$ cat config.mk
export PLATFORM = sky130hd
export DESIGN_NAME = manchester_word_enc
export DESIGN_NICKNAME = d
export VERILOG_FILES = /design/src/rtl/mwe_pkg.sv /design/src/rtl/mwe_seq.sv /design/src/rtl/mwe_feed.sv /design/src/rtl/mwe_line.sv /design/src/rtl/manchester_word_enc.sv
export SDC_FILE = /design/constraint.sdc
export NUM_CORES = 1
export LEC_CHECK = 0
export ABC_CLOCK_PERIOD_IN_PS = 2200
export BUFFER_PORTS_ARGS = -buffer_cell sky130_fd_sc_hd__buf_2
export CORE_UTILIZATION = 50
export DETAILED_ROUTE_END_ITERATION = 10
export PLACE_DENSITY = 0.73
export SLEW_MARGIN = 40
export SYNTH_ARGS = -nofsm -noshare
export SYNTH_HDL_FRONTEND = slang
export SYNTH_SLANG_ARGS = --single-unit
$ cat constraint.sdc
create_clock -name clk -period 2.2 [get_ports clk]
set_input_delay 0.22 -clock clk [delete_from_list [all_inputs] [get_ports clk]]
set_output_delay 0.22 -clock clk [all_outputs]
set_load 0.05 [all_outputs]
$ cat src/rtl/mwe_pkg.sv
package mwe_pkg;
  typedef enum logic [1:0] {
    LVL_IDLE = 2'd0,
    LVL_POS  = 2'd1,
    LVL_NEG  = 2'd2
  } line_lvl_e;
endpackage

$ cat src/rtl/mwe_seq.sv
module mwe_seq #(
  parameter int NSLOT  = 20,
  parameter int SLOT_W = 5
) (
  input  logic              clk,
  input  logic              rst,
  input  logic              en,
  input  logic              sync_sel,
  output logic              phase,
  output logic              busy,
  output logic [SLOT_W-1:0] slot,
  output logic              cmd,
  output logic              frame_start
);
  localparam logic [SLOT_W-1:0] LAST_SLOT = SLOT_W'(NSLOT - 1);

  logic at_end;
  assign at_end      = busy && (slot == LAST_SLOT);
  // a bit time ends on the edge where phase is 1
  assign frame_start = phase && en && (!busy || at_end);

  always_ff @(posedge clk) begin
    if (rst) begin
      phase <= 1'b0;
      busy  <= 1'b0;
      slot  <= '0;
      cmd   <= 1'b0;
    end else begin
      phase <= ~phase;
      if (frame_start) begin
        busy <= 1'b1;
        slot <= '0;
        cmd  <= sync_sel;
      end else if (phase && busy) begin
        if (at_end) begin
          busy <= 1'b0;
          slot <= '0;
        end else begin
          slot <= slot + 1'b1;
        end
      end
    end
  end
endmodule

$ cat src/rtl/mwe_feed.sv
module mwe_feed #(
  parameter int DATA_W    = 16,
  parameter int SYNC_BITS = 3,
  parameter int SLOT_W    = 5
) (
  input  logic              clk,
  input  logic              rst,
  input  logic              phase,
  input  logic              busy,
  input  logic [SLOT_W-1:0] slot,
  input  logic              frame_start,
  input  logic              ser_in,
  output logic              sd_req,
  output logic              cur_bit
);
  localparam int FIRST_REQ = SYNC_BITS - 1;
  localparam int LAST_REQ  = FIRST_REQ + DATA_W - 1;
  localparam int PAR_LOAD  = LAST_REQ + 1;

  logic par_acc;

  assign sd_req = busy && (slot >= SLOT_W'(FIRST_REQ)) && (slot <= SLOT_W'(LAST_REQ));

  always_ff @(posedge clk) begin
    if (rst) begin
      cur_bit <= 1'b0;
      par_acc <= 1'b0;
    end else begin
      if (frame_start) begin
        par_acc <= 1'b0;
      end else if (phase && sd_req) begin
        cur_bit <= ser_in;
        par_acc <= par_acc ^ ser_in;
      end else if (phase && busy && (slot == SLOT_W'(PAR_LOAD))) begin
        cur_bit <= ~par_acc;  // odd parity over the word
      end
    end
  end
endmodule

$ cat src/rtl/mwe_line.sv
module mwe_line
  import mwe_pkg::*;
#(
  parameter int SYNC_BITS = 3,
  parameter int SLOT_W    = 5
) (
  input  logic              busy,
  input  logic [SLOT_W-1:0] slot,
  input  logic              phase,
  input  logic              cmd,
  input  logic              cur_bit,
  input  logic              inhibit_n,
  output logic              pos_n,
  output logic              neg_n
);
  logic [SLOT_W:0] half_idx;
  logic            positive;
  line_lvl_e       lvl;

  assign half_idx = {slot, phase};

  always_comb begin
    if (slot < SLOT_W'(SYNC_BITS)) begin
      // sync: SYNC_BITS half-bits of one sense, then SYNC_BITS of the other
      positive = (half_idx < (SLOT_W+1)'(SYNC_BITS)) ? cmd : ~cmd;
    end else begin
      positive = phase ? ~cur_bit : cur_bit;
    end
    if (!busy)         lvl = LVL_IDLE;
    else if (positive) lvl = LVL_POS;
    else               lvl = LVL_NEG;
  end

  assign pos_n = !(inhibit_n && (lvl == LVL_POS));
  assign neg_n = !(inhibit_n && (lvl == LVL_NEG));
endmodule

$ cat src/rtl/manchester_word_enc.sv
module manchester_word_enc #(
  parameter int DATA_W    = 16,
  parameter int SYNC_BITS = 3
) (
  input  logic clk,
  input  logic rst,
  input  logic enc_en,
  input  logic sync_sel,
  input  logic ser_in,
  input  logic inhibit_n,
  output logic bit_clk,
  output logic sd_req,
  output logic pos_n,
  output logic neg_n
);
  localparam int NSLOT  = SYNC_BITS + DATA_W + 1;
  localparam int SLOT_W = $clog2(NSLOT);

  logic              phase, busy, cmd, frame_start, cur_bit;
  logic [SLOT_W-1:0] slot;

  mwe_seq #(.NSLOT(NSLOT), .SLOT_W(SLOT_W)) u_seq (
    .clk(clk), .rst(rst), .en(enc_en), .sync_sel(sync_sel),
    .phase(phase), .busy(busy), .slot(slot), .cmd(cmd),
    .frame_start(frame_start)
  );

  mwe_feed #(.DATA_W(DATA_W), .SYNC_BITS(SYNC_BITS), .SLOT_W(SLOT_W)) u_feed (
    .clk(clk), .rst(rst), .phase(phase), .busy(busy), .slot(slot),
    .frame_start(frame_start), .ser_in(ser_in),
    .sd_req(sd_req), .cur_bit(cur_bit)
  );

  mwe_line #(.SYNC_BITS(SYNC_BITS), .SLOT_W(SLOT_W)) u_line (
    .busy(busy), .slot(slot), .phase(phase), .cmd(cmd), .cur_bit(cur_bit),
    .inhibit_n(inhibit_n), .pos_n(pos_n), .neg_n(neg_n)
  );

  assign bit_clk = phase;
endmodule

======== Yosys cells after proc, flatten, opt, wreduce, memory -nomap -nowiden ========
Cells that the tools add are included.
cells by class
  add/sub/neg operators ................... 1
  $lt $le $gt $ge ......................... 4
  eq/ne operators ......................... 4
  multiplexer cells ....................... 11
  bitwise gates (word level) .............. 6
  reductions and logical operators ........ 20
operators with widths
  operator                                                           count
  == test 5 bit, second input constant                               2
  logical AND 1 bit                                                  10
  two-way mux 1 bit                                                  8
  less-than comparator 6 x 2 -> 1 bit, second input constant         1
  nonzero test 2 bit                                                 3
  adder 5 x 1 -> 5 bit, second input constant                        1
  greater-or-equal comparator 5 x 2 -> 1 bit, second input constant  1
  <= comparator 5 bit, second input constant                         1
  less-than comparator 5 x 2 -> 1 bit, second input constant         1
  two-way mux 5 bit                                                  1
  NOT 1 bit                                                          5
  two-way mux 2 bit                                                  2
  AND reduction 2 bit                                                2
  zero test 1 bit                                                    3
  == test 2 x 1 -> 1 bit, second input constant                      1
  == test 2 bit, second input constant                               1
  OR reduction 2 bit                                                 1
  logical OR 1 bit                                                   1
  bitwise XOR 1 bit                                                  1
word-level totals
  bits in registers ....................... 10
  output and inout bits ................... 4

======== Logic depth before layout (Yosys ltp) ========
Gate-level depths: netlist of the first run.
  word-level depth ........................ 8
  gate-level depth with buffers ........... 7

======== Modules after synthesis ========
From an unflattened synthesis of the first run, not the netlist that was laid out.
second synthesis, totals
  cell total of the unflattened synthesis .. 70
  area total of the unflattened synthesis .. 614.3 um^2
modules (own cells, without submodules)
  module    instances  cells each  area each (um^2)  sequential area each (um^2)
  mwe_seq   1          45          386.6             160.2
  mwe_feed  1          16          165.2             40.0
  mwe_line  1          9           62.6              0.0

======== Least setup slack after synthesis of the first run ========
Ideal clock, no wire load.
  path type ............................... reg2out
  from .................................... register u_seq.phase
  to ...................................... output pos_n
  arrival ................................. 1963 ps
  data required time ...................... 1980 ps
  path slack .............................. 17 ps
  cell stages (with the launch flop) ...... 5
  buffers on the path ..................... 1
  cells stage by stage .................... dfxtp_1 buf_1 xnor2_1 a21oi_1 o21bai_1
on the way
  word-level cells in the longest chain between the ends .. 8
  elaborated cells between the ends (all ways) .. 9
  classes of those cells .................. order compare (1); eq/ne (1); mux (5); reduce/logical (2)
ends and longest elaborated chain
  what                                 RTL line                   text
  from (decl)                          mwe_seq.sv:9               output logic phase,
  from (signal assigned)               mwe_seq.sv:29              phase <= ~phase;
  less-than comparator 6 x 2 -> 1 bit  mwe_line.sv:25             positive = (half_idx < (SLOT_W+1)'(SYNC_BITS)) ? cmd : ~cmd;
  two-way mux 1 bit                    mwe_line.sv:25
  two-way mux 1 bit *                  mwe_line.sv:23             if (slot < SLOT_W'(SYNC_BITS)) begin
  two-way mux 2 bit *                  mwe_line.sv:30             else if (positive) lvl = LVL_POS;
  two-way mux 2 bit *                  mwe_line.sv:29             if (!busy) lvl = LVL_IDLE;
  == test 2 x 1 -> 1 bit *             mwe_line.sv:34             assign pos_n = !(inhibit_n && (lvl == LVL_POS));
  logical AND 1 bit *                  mwe_line.sv:34
  zero test 1 bit *                    mwe_line.sv:34
  to (decl)                            manchester_word_enc.sv:13  output logic pos_n,
Every way passes the cells marked *; elsewhere a longest branch is shown, timed or not.

======== Worst setup path in the final report of the first run ========
  from .................................... register u_seq.phase
  to ...................................... output neg_n
on the way
  word-level cells in the longest chain between the ends .. 8
  elaborated cells between the ends (all ways) .. 9
  classes of those cells .................. order compare (1); eq/ne (1); mux (5); reduce/logical (2)
ends and longest elaborated chain
  what                                 RTL line                   text
  less-than comparator 6 x 2 -> 1 bit  mwe_line.sv:25
  two-way mux 1 bit                    mwe_line.sv:25
  two-way mux 1 bit *                  mwe_line.sv:23
  two-way mux 2 bit *                  mwe_line.sv:30
  two-way mux 2 bit *                  mwe_line.sv:29
  == test 2 bit *                      mwe_line.sv:35             assign neg_n = !(inhibit_n && (lvl == LVL_NEG));
  logical AND 1 bit *                  mwe_line.sv:35
  zero test 1 bit *                    mwe_line.sv:35
  to (decl)                            manchester_word_enc.sv:14  output logic neg_n
Marked as above.

==> flow_metrics.tcl, run 1 <==
set metrics [dict create \
    status "completed" \
    dieHeight_um 38.2 \
    postCtsSetupRepairBufs 0 \
    viasPerCell 5.54 \
    io_pins 10 \
    setup_viol 0 \
    cts-buffers-inserted 3 \
    cpMaxStageDelayCell "dfxtp_1" \
    drc 0 \
    peakVddDrop_mv 0.365 \
    rr_startpoint "u_seq.slot[0]" \
    area_growth_pct 11.5 \
    postCtsHoldBufs 0 \
    ys_warn_count 0 \
    grt_pass1_vias 463 \
    finalCritPeriodShare_pct 95.4 \
    fin_skew_ps 0.802 \
    ctsResizeCount 0 \
    diodes 0 \
    dr.pass1.iters 4 \
    wl_um 1270 \
    cts_root_buf "clkbuf_4" \
    final_cells 103 \
    muxShareOfSynthArea_pct 1.53 \
    fin_crit_ps 2100 \
    dieArea_mm2 0.00146 \
    drv_cap 0 \
    cp_slowest_stage_delay_ps 610 \
    fin_setup_tns_ps 0 \
    hp-start "rst" \
    synthAdderAreaFrac_pct 5.73 \
    worstHoldPathType "in -> reg" \
    postPlaceCellArea_um2 694 \
    synthesis.area_um2 656 \
    placementRows 12 \
    final_cell_mix "dfxtp_1, a21oi_1, buf_2" \
    multi_input_comb_area_um2 413 \
    cp_top_family "flip-flops" \
    hold_viol 0 \
    dp_slack_ps 404 \
    worst-path-buf-inv 1 \
    synth_area_leaders "dfxtp_1, a21oi_1, ha_1, nor2_1, nor3_1" \
    yosysTopAreaCell "dfxtp_1" \
    crit_path_start "u_seq.phase" \
    grt_usage_pct 19.7 \
    dp.cells 99 \
    seq_area_frac_synth_pct 30.5 \
    fmax_mhz 477 \
    synth-simple-area-share_pct 29.2 \
    synthCells 81 \
    ys_types 36 \
    leakage_nw 0.266 \
    clk_pin_slew_ps 70 \
    nets 99 \
    rsz0062_at_grt "false" \
    antenna_found_initial 0 \
    antenna_left 0 \
    fin_ws_ps 102 \
    vias 571 \
    p_per_area_mw_per_mm2 547 \
    grt_overflow_total 0 \
    start_util_pct 56.7 \
    final_util_pct 63.2 \
    grt_max_degree 15 \
    ys_ff_latch 10 \
    cp_max_fo 14 \
    drive_gt1_share_pct 23.6 \
    wl_per_cell_um 12.3 \
    synth_top_family_by_area "simple AND/OR/NAND/NOR gates" \
    dieWidth_um 38.2 \
    post-dp-hpwl_um 925 \
    htree_num_levels 1 \
    arrival_ps 1880 \
    core_mm2 0.00116 \
    synth-compound-area-share_pct 23.9 \
    fill_cells 105 \
    io_buffers 9 \
    worstSetupStartpointType "register" \
    crit_chain "a21bo_1 -> a21oi_1 -> o21a_1 -> or3_1 -> buf_2" \
    cts_tree "done" \
    clk_path_buf_depth 2 \
    worstPathRequired_ps 1980 \
    grt_pass1_wl_um 1970 \
    synth_xor_area_share_pct 2.67 \
    relSlewSlack_pct 68.7 \
    insertion_delay_ps 260 \
    syn_nets 90 \
    cts_sinks 10 \
    gp_congestion 0.816 \
    end_kind "primary output" \
    syn_avg_cell_area_um2 8.09 \
    post-route-cell-area_um2 731 \
    synth_top_area_share_pct 30.5 \
    final_common_cell "dfxtp_1" \
    crit_type "reg -> out" \
    drt-initial-drc-count 17 \
    tightest_slew_ps 469 \
    report.final.slew_viol_count 0 \
    seq_area_um2 200 \
]
[final cells by class]
class	instances	share of cell area, %
tap	14	2.40
inverter	5	2.57
sequential	10	27.4
timing repair buffer	9	6.16
multi-input combinational	61	56.5
clock buffer	4	4.97
[stage by stage]
stage | total power [W] | hold WS (ps)
after floorplan | 0.000224 | 287
after global placement | 0.000235 | 439
after detailed placement | 0.000235 | 434
after CTS | 0.000403 | 152
after global routing | 0.000418 | 157
final | 0.000400 | 154
[sequential cells by signal, summed over array words and instances (netlist names)]
signal and count:
u_seq.slot 5, u_feed.cur_bit 1, u_feed.par_acc 1, u_seq.busy 1, u_seq.cmd 1, u_seq.phase 1
[power by group]
part | switching (W) | leakage [nW] | internal (W)
registers | 0.00000963 | 0.0812 | 0.000185
logic | 0.0000221 | 0.164 | 0.0000149
clock network | 0.0000681 | 0.0210 | 0.000100
[layer usage]
layer	track usage, %	routed length (um)
met1	26.2	668
met2	30.9	552
met5	0	0
met3	3.49	36
met4	8.04	11
[cells by family (layout without fill, tap and decap cells)]
logic type,Yosys count,after routing
and+or+nand+nor,33,33
AOI/OAI and AO/OA,22,22
DFF,10,10
buffers and inverters,10,18
adders and majority gates,3,3
xor gates and xnor gates,2,2
muxes,1,1
[Yosys cell counts]
master,count
dfxtp_1,10
a21oi_1,9
nor2_1,7
nand2_1,6
nor3_1,5
ha_1,3
inv_1,3
nand3_1,3
o21ai_0,3
clkbuf_1,2
inv_2,2
o21ba_2,2
o21bai_1,2
xnor2_1,2
a2111oi_1,1
a21bo_1,1
a31o_2,1
and2b_1,1
and4b_1,1
and4bb_2,1
buf_1,1
buf_2,1
buf_4,1
mux2i_1,1
nand3b_1,1
nand4_1,1
nand4bb_1,1
nor2b_1,1
nor3b_1,1
nor4_2,1
o21a_1,1
o32ai_2,1
o41ai_1,1
or2_1,1
or3_1,1
or3b_1,1
[path summary, 6_finish.rpt]
check / endpoint / slack, ps / depth (start not counted)
worst max register to register: u_feed.cur_bit / 390 / 6
worst max-delay path: neg_n / 100 / 5
worst min register to register: u_feed.par_acc / 530 / 3
worst min-delay path: u_seq.phase / 150 / 2
(Power assumes the default switching activity.)
==> inputs of run 2 (changes only) <==
--- a/config.mk
+++ b/config.mk
@@ -7,9 +7,9 @@
 export LEC_CHECK = 0
 export ABC_CLOCK_PERIOD_IN_PS = 2200
 export BUFFER_PORTS_ARGS = -buffer_cell sky130_fd_sc_hd__buf_2
-export CORE_UTILIZATION = 50
+export CORE_UTILIZATION = 26
 export DETAILED_ROUTE_END_ITERATION = 10
-export PLACE_DENSITY = 0.73
+export PLACE_DENSITY = 0.44
 export SLEW_MARGIN = 40
 export SYNTH_ARGS = -nofsm -noshare
 export SYNTH_HDL_FRONTEND = slang
==> flow_metrics.tcl, run 2 (same netlist as run 1, synthesis figures left out) <==
set metrics [dict create \
    p_per_area_mw_per_mm2 487 \
    grt_usage_pct 11.7 \
    leakage_nw 0.259 \
    setup_viol 0 \
    io_pins 10 \
    core_mm2 0.00230 \
    hp-start "rst" \
    cts_sinks 10 \
    grt_overflow_total 0 \
    wl_met2_um 593 \
    final_cell_mix "a21oi_1, buf_2, dfxtp_1" \
    io_buffers 9 \
    antenna_left 0 \
    start_util_pct 28.5 \
    seq_area_um2 201 \
    cp_max_fo 9 \
    drv_cap 0 \
    regMostFlops "u_seq.slot" \
    crit_chain "ha_1 -> nor4_2 -> o32ai_2 -> buf_2" \
    grt_pass1_vias 503 \
    htree_num_levels 1 \
    postCtsSetupRepairBufs 0 \
    gp_congestion 0.788 \
    drive_gt1_share_pct 23.9 \
    cpMaxStageDelayCell "dfxtp_1" \
    dieWidth_um 52.2 \
    hold_ws_ps 162 \
    fill_cells 256 \
    arrival_ps 1790 \
    fin_skew_ps 5.77 \
    peakVddDrop_mv 0.203 \
    crit_type "reg -> out" \
    ctsResizeCount 0 \
    cts-buffers-inserted 3 \
    dieArea_mm2 0.00273 \
    r2r_end "u_feed.cur_bit" \
    cp_slowest_stage_delay_ps 510 \
    drt-initial-drc-count 6 \
    worstSetupStartpointType "register" \
    topRoutingLayerUsed "met4" \
    multi_input_comb_area_um2 413 \
    tightest_slew_ps 395 \
    end_kind "primary output" \
    hold_end "u_seq.phase" \
    fmax_mhz 497 \
    cts_root_buf "clkbuf_4" \
    status "completed" \
    reg2reg_depth 6 \
    dieHeight_um 52.2 \
    finalCritPeriodShare_pct 91.4 \
    antenna_found_initial 0 \
    met1_length_um 744 \
    met3_length_um 34 \
    fin_crit_ps 2010 \
    reg2reg_slack_ps 410 \
    insertion_delay_ps 260 \
    area_growth_pct 12.2 \
    largest_register_ffs 5 \
    relSlewSlack_pct 73.7 \
    worstPathRequired_ps 1980 \
    fin_setup_tns_ps 0 \
    report.final.slew_viol_count 0 \
    grt_max_degree 15 \
    rr_startpoint "u_seq.slot[0]" \
    drc 0 \
    worstHoldPathType "in -> reg" \
    clk_path_buf_depth 2 \
    cts_tree "done" \
    clk_pin_slew_ps 70 \
    vias 572 \
    post-dp-hpwl_um 1040 \
    postCtsHoldBufs 0 \
    rsz0062_at_grt "false" \
    whs_path_depth 2 \
    viasPerCell 4.93 \
    wl_um 1390 \
    wl_per_cell_um 11.9 \
    diodes 0 \
    grt_pass1_wl_um 2260 \
    placementRows 17 \
    dr.pass1.iters 2 \
    nets 99 \
    hold_viol 0 \
]
-- run 2: cell types whose count changed in the layout (fill, tap and decap cells not counted), sizes merged --
cell / before / now
clkbuf: 4 / 3
-- run 2: final cells by class --
class	instances	area share (%)
multi-input cells	61	56.1
flip-flops and latches	10	27.4
repair buffers	9	6.12
well taps	28	4.76
clock buffers	3	3.06
inverters	5	2.55
-- run 2: metal layers --
metal,up-vias,track usage [%]
met3,2,3.48
li1,308,-
met5,-,0
met2,5,17.3
met4,0,5.26
met1,257,15.6
-- run 2: stage by stage --
step	area, um2	power (W)	std cells	setup slack [ps]	utilization, %
after floorplan	656	0.000224	81	16.8	-
after global placement	712	0.000237	113	404	31.0
after detailed placement	712	0.000237	113	385	31.0
after CTS	734	0.000365	116	89.5	32.0
after global routing	736	0.000382	116	72.4	32.0
final	736	0.000358	116	190	32.0
-- run 2: worst max-delay path, delay by kind of cell (launching register included) --
| kind | cells | cell delay [ps] |
|---|---|---|
| fa+ha+maj | 1 | 260 |
| simple gates | 1 | 50 |
| compound gates | 1 | 370 |
| flops | 1 | 510 |
| buf+inv | 1 | 340 |
-- run 2: how the worst max path moves through the flow --
stage / depth (start not counted) / endpoint / slack (ps) / from
3_5_place_dp: 5 / neg_n / 390 / u_seq.phase
3_3_place_gp: 5 / neg_n / 400 / u_seq.phase
4_1_cts: 5 / neg_n / 90 / u_seq.phase
2_1_floorplan: 4 / pos_n / 20 / u_seq.phase
5_1_grt: 5 / neg_n / 70 / u_seq.slot[0]
6_report: 4 / sd_req / 190 / u_seq.slot[1]
-- run 2: power breakdown --
| group | switching, W | internal [W] |
|---|---|---|
| Sequential | 0.0000100 | 0.000185 |
| Combinational | 0.0000227 | 0.0000149 |
| Clock | 0.0000624 | 0.0000631 |
==> inputs of run 3 (changes only) <==
--- a/config.mk
+++ b/config.mk
@@ -5,6 +5,7 @@
 export SDC_FILE = /design/constraint.sdc
 export NUM_CORES = 1
 export LEC_CHECK = 0
+export ABC_AREA = 1
 export ABC_CLOCK_PERIOD_IN_PS = 2200
 export BUFFER_PORTS_ARGS = -buffer_cell sky130_fd_sc_hd__buf_2
 export CORE_UTILIZATION = 26
==> flow_metrics.tcl, run 3 <==
set metrics [dict create \
    status "completed" \
    drc 0 \
    cts_sinks 10 \
    fin_setup_tns_ps 0 \
    io_buffers 9 \
    grt_max_degree 9 \
    ys_ff_latch 10 \
    postCtsSetupRepairBufs 0 \
    final_common_cell "nand2_1" \
    yosys-top-cells-count "nand2_1, inv_1, dfxtp_1, nor2_1, nand3_1" \
    met3_length_um 73 \
    wl_per_cell_um 10.3 \
    diodes 0 \
    drt-initial-drc-count 12 \
    viasPerCell 4.52 \
    syn_nets 99 \
    io_pins 10 \
    arrival_ps 1650 \
    hold_viol 0 \
    relSlewSlack_pct 75.9 \
    postCtsHoldBufs 0 \
    fin_crit_ps 1870 \
    synth_top_area_share_pct 30.8 \
    synthesis.area_um2 649 \
    antenna_found_initial 0 \
    synth.most_common_cell "nand2_1" \
    synthCells 90 \
    start_util_pct 28.5 \
    cpMostUsedCell "nand2_1" \
    placementRows 17 \
    wl_met2_um 536 \
    wl_um 1340 \
    synthArstFlopShare_pct 0 \
    vias 587 \
    p_per_area_mw_per_mm2 529 \
    antenna_left 0 \
    dieWidth_um 52.0 \
    cts_root_buf "clkbuf_4" \
    core_mm2 0.00228 \
    synthFlopType "dfxtp_1" \
    multi_input_comb_area_um2 385 \
    synth-edff-count 0 \
    grt_pass1_wl_um 2270 \
    fin_ws_ps 326 \
    grt_pass1_vias 487 \
    area_growth_pct 16.8 \
    crit_chain "nand2_1 -> nand3_1 -> xor2_1 -> nand2_1 -> o21ai_1 -> nand3b_1 -> buf_2" \
    insertion_delay_ps 270 \
    dieHeight_um 52.0 \
    largest_register_ffs 5 \
    cts-buffers-inserted 3 \
    fill_cells 243 \
    ys_types 23 \
    grt_usage_pct 11.9 \
    htree_num_levels 1 \
    met1_length_um 723 \
    report.final.slew_viol_count 0 \
    tightest_slew_ps 361 \
    cts_tree "done" \
    drv_cap 0 \
    crit_type "reg -> out" \
    post-dp-hpwl_um 1050 \
    clk_path_buf_depth 2 \
    grt_overflow_total 0 \
    rsz0062_at_grt "false" \
    worstHoldPathType "in -> reg" \
    end_kind "primary output" \
    dieArea_mm2 0.00270 \
    clk_pin_slew_ps 70 \
    setup_viol 0 \
    dr.pass1.iters 4 \
    gp_congestion 0.778 \
    syn_avg_cell_area_um2 7.22 \
    cp_max_fo 8 \
    worstPathRequired_ps 1980 \
    drive_gt1_share_pct 26.5 \
    ctsResizeCount 0 \
    cp_slowest_stage_delay_ps 540 \
    regMostFlops "u_seq.slot" \
    seq_area_um2 200 \
    leakage_nw 0.324 \
    worstSetupStartpointType "register" \
    dp_slack_ps 608 \
    peakVddDrop_mv 0.359 \
    final_cell_mix "nand2_1, inv_1, nor2_1, dfxtp_1, buf_2" \
    yosysTopAreaCell "dfxtp_1" \
    nets 112 \
    ys_warn_count 0 \
    finalCritPeriodShare_pct 85.2 \
    seq_area_frac_synth_pct 30.8 \
    fmax_mhz 534 \
    synth_area_leaders "dfxtp_1, nand2_1, inv_1, nand3_1, ha_1" \
    topRoutingLayerUsed "met4" \
    fin_skew_ps 3.58 \
    cpMaxStageDelayCell "dfxtp_1" \
]
[run 3: cell types whose count changed after synthesis, moves of 3 or more]
cell and delta:
nor2_1 +3, nand2_2 +5, nor3_1 -5, nand3_1 +5, o21ai_0 -3, nand2_1 +10
xor2_1 +4, a21oi_1 -4, inv_1 +9
[run 3: report_power, final]
part	leakage (nW)	internal, W	switching, W	total (W)
clock network	0.0210	0.000101	0.0000693	0.000170
logic	0.222	0.0000131	0.0000249	0.0000380
registers	0.0812	0.000185	0.00000814	0.000193
total	0.324	0.000299	0.000102	0.000401
[run 3: cells by family after synthesis]
family / count (synthesis) / share of synthesized area, %
AND/OR/NAND/NOR: 46 / 37.0
buffers and inverters: 16 / 9.83
AO/OA/AOI/OAI: 11 / 11.2
flip-flops: 10 / 30.8
XOR/XNOR: 4 / 5.39
adder cells (fa/ha/maj): 3 / 5.78
[run 3: cell type report]
class	instances	area share, %
well taps	28	4.62
inverters	15	7.43
clock buffers	4	4.79
flip-flops and latches	10	26.4
repair buffers	9	5.94
multi-input cells	64	50.8
[run 3: per-layer routing]
layer	GRT usage (%)	vias to the layer above
li1	-	313
met2	15.8	8
met3	5.85	2
met5	0	-
met4	2.70	0
met1	16.8	264
[run 3: critical path, delay by kind of cell (launching register included)]
kind                   cells  cell delay, ps
flip-flops                 1             540
AND/OR/NAND/NOR            4             360
buffers and inverters      1             260
XOR/XNOR                   1             140
AO/OA/AOI/OAI              1              90
[run 3: path summary, 6_finish.rpt]
kind / startpoint / slack, ps / cells past startpoint / to
max: u_seq.phase / 330 / 7 / neg_n
min: rst / 140 / 2 / u_seq.phase
min reg2reg: u_seq.cmd / 470 / 2 / u_seq.cmd
max reg2reg: u_seq.slot[0] / 720 / 10 / u_feed.cur_bit
[run 3: metrics by stage]
step	cell area (um2)	power [W]	cells	hold WS, ps	util [%]
after global routing	758	0.000421	130	130	33.3
after floorplan	649	0.000225	90	287	-
final	758	0.000401	130	136	33.3
after detailed placement	722	0.000236	126	416	31.7
after global placement	722	0.000237	126	414	31.7
after CTS	758	0.000410	130	127	33.3
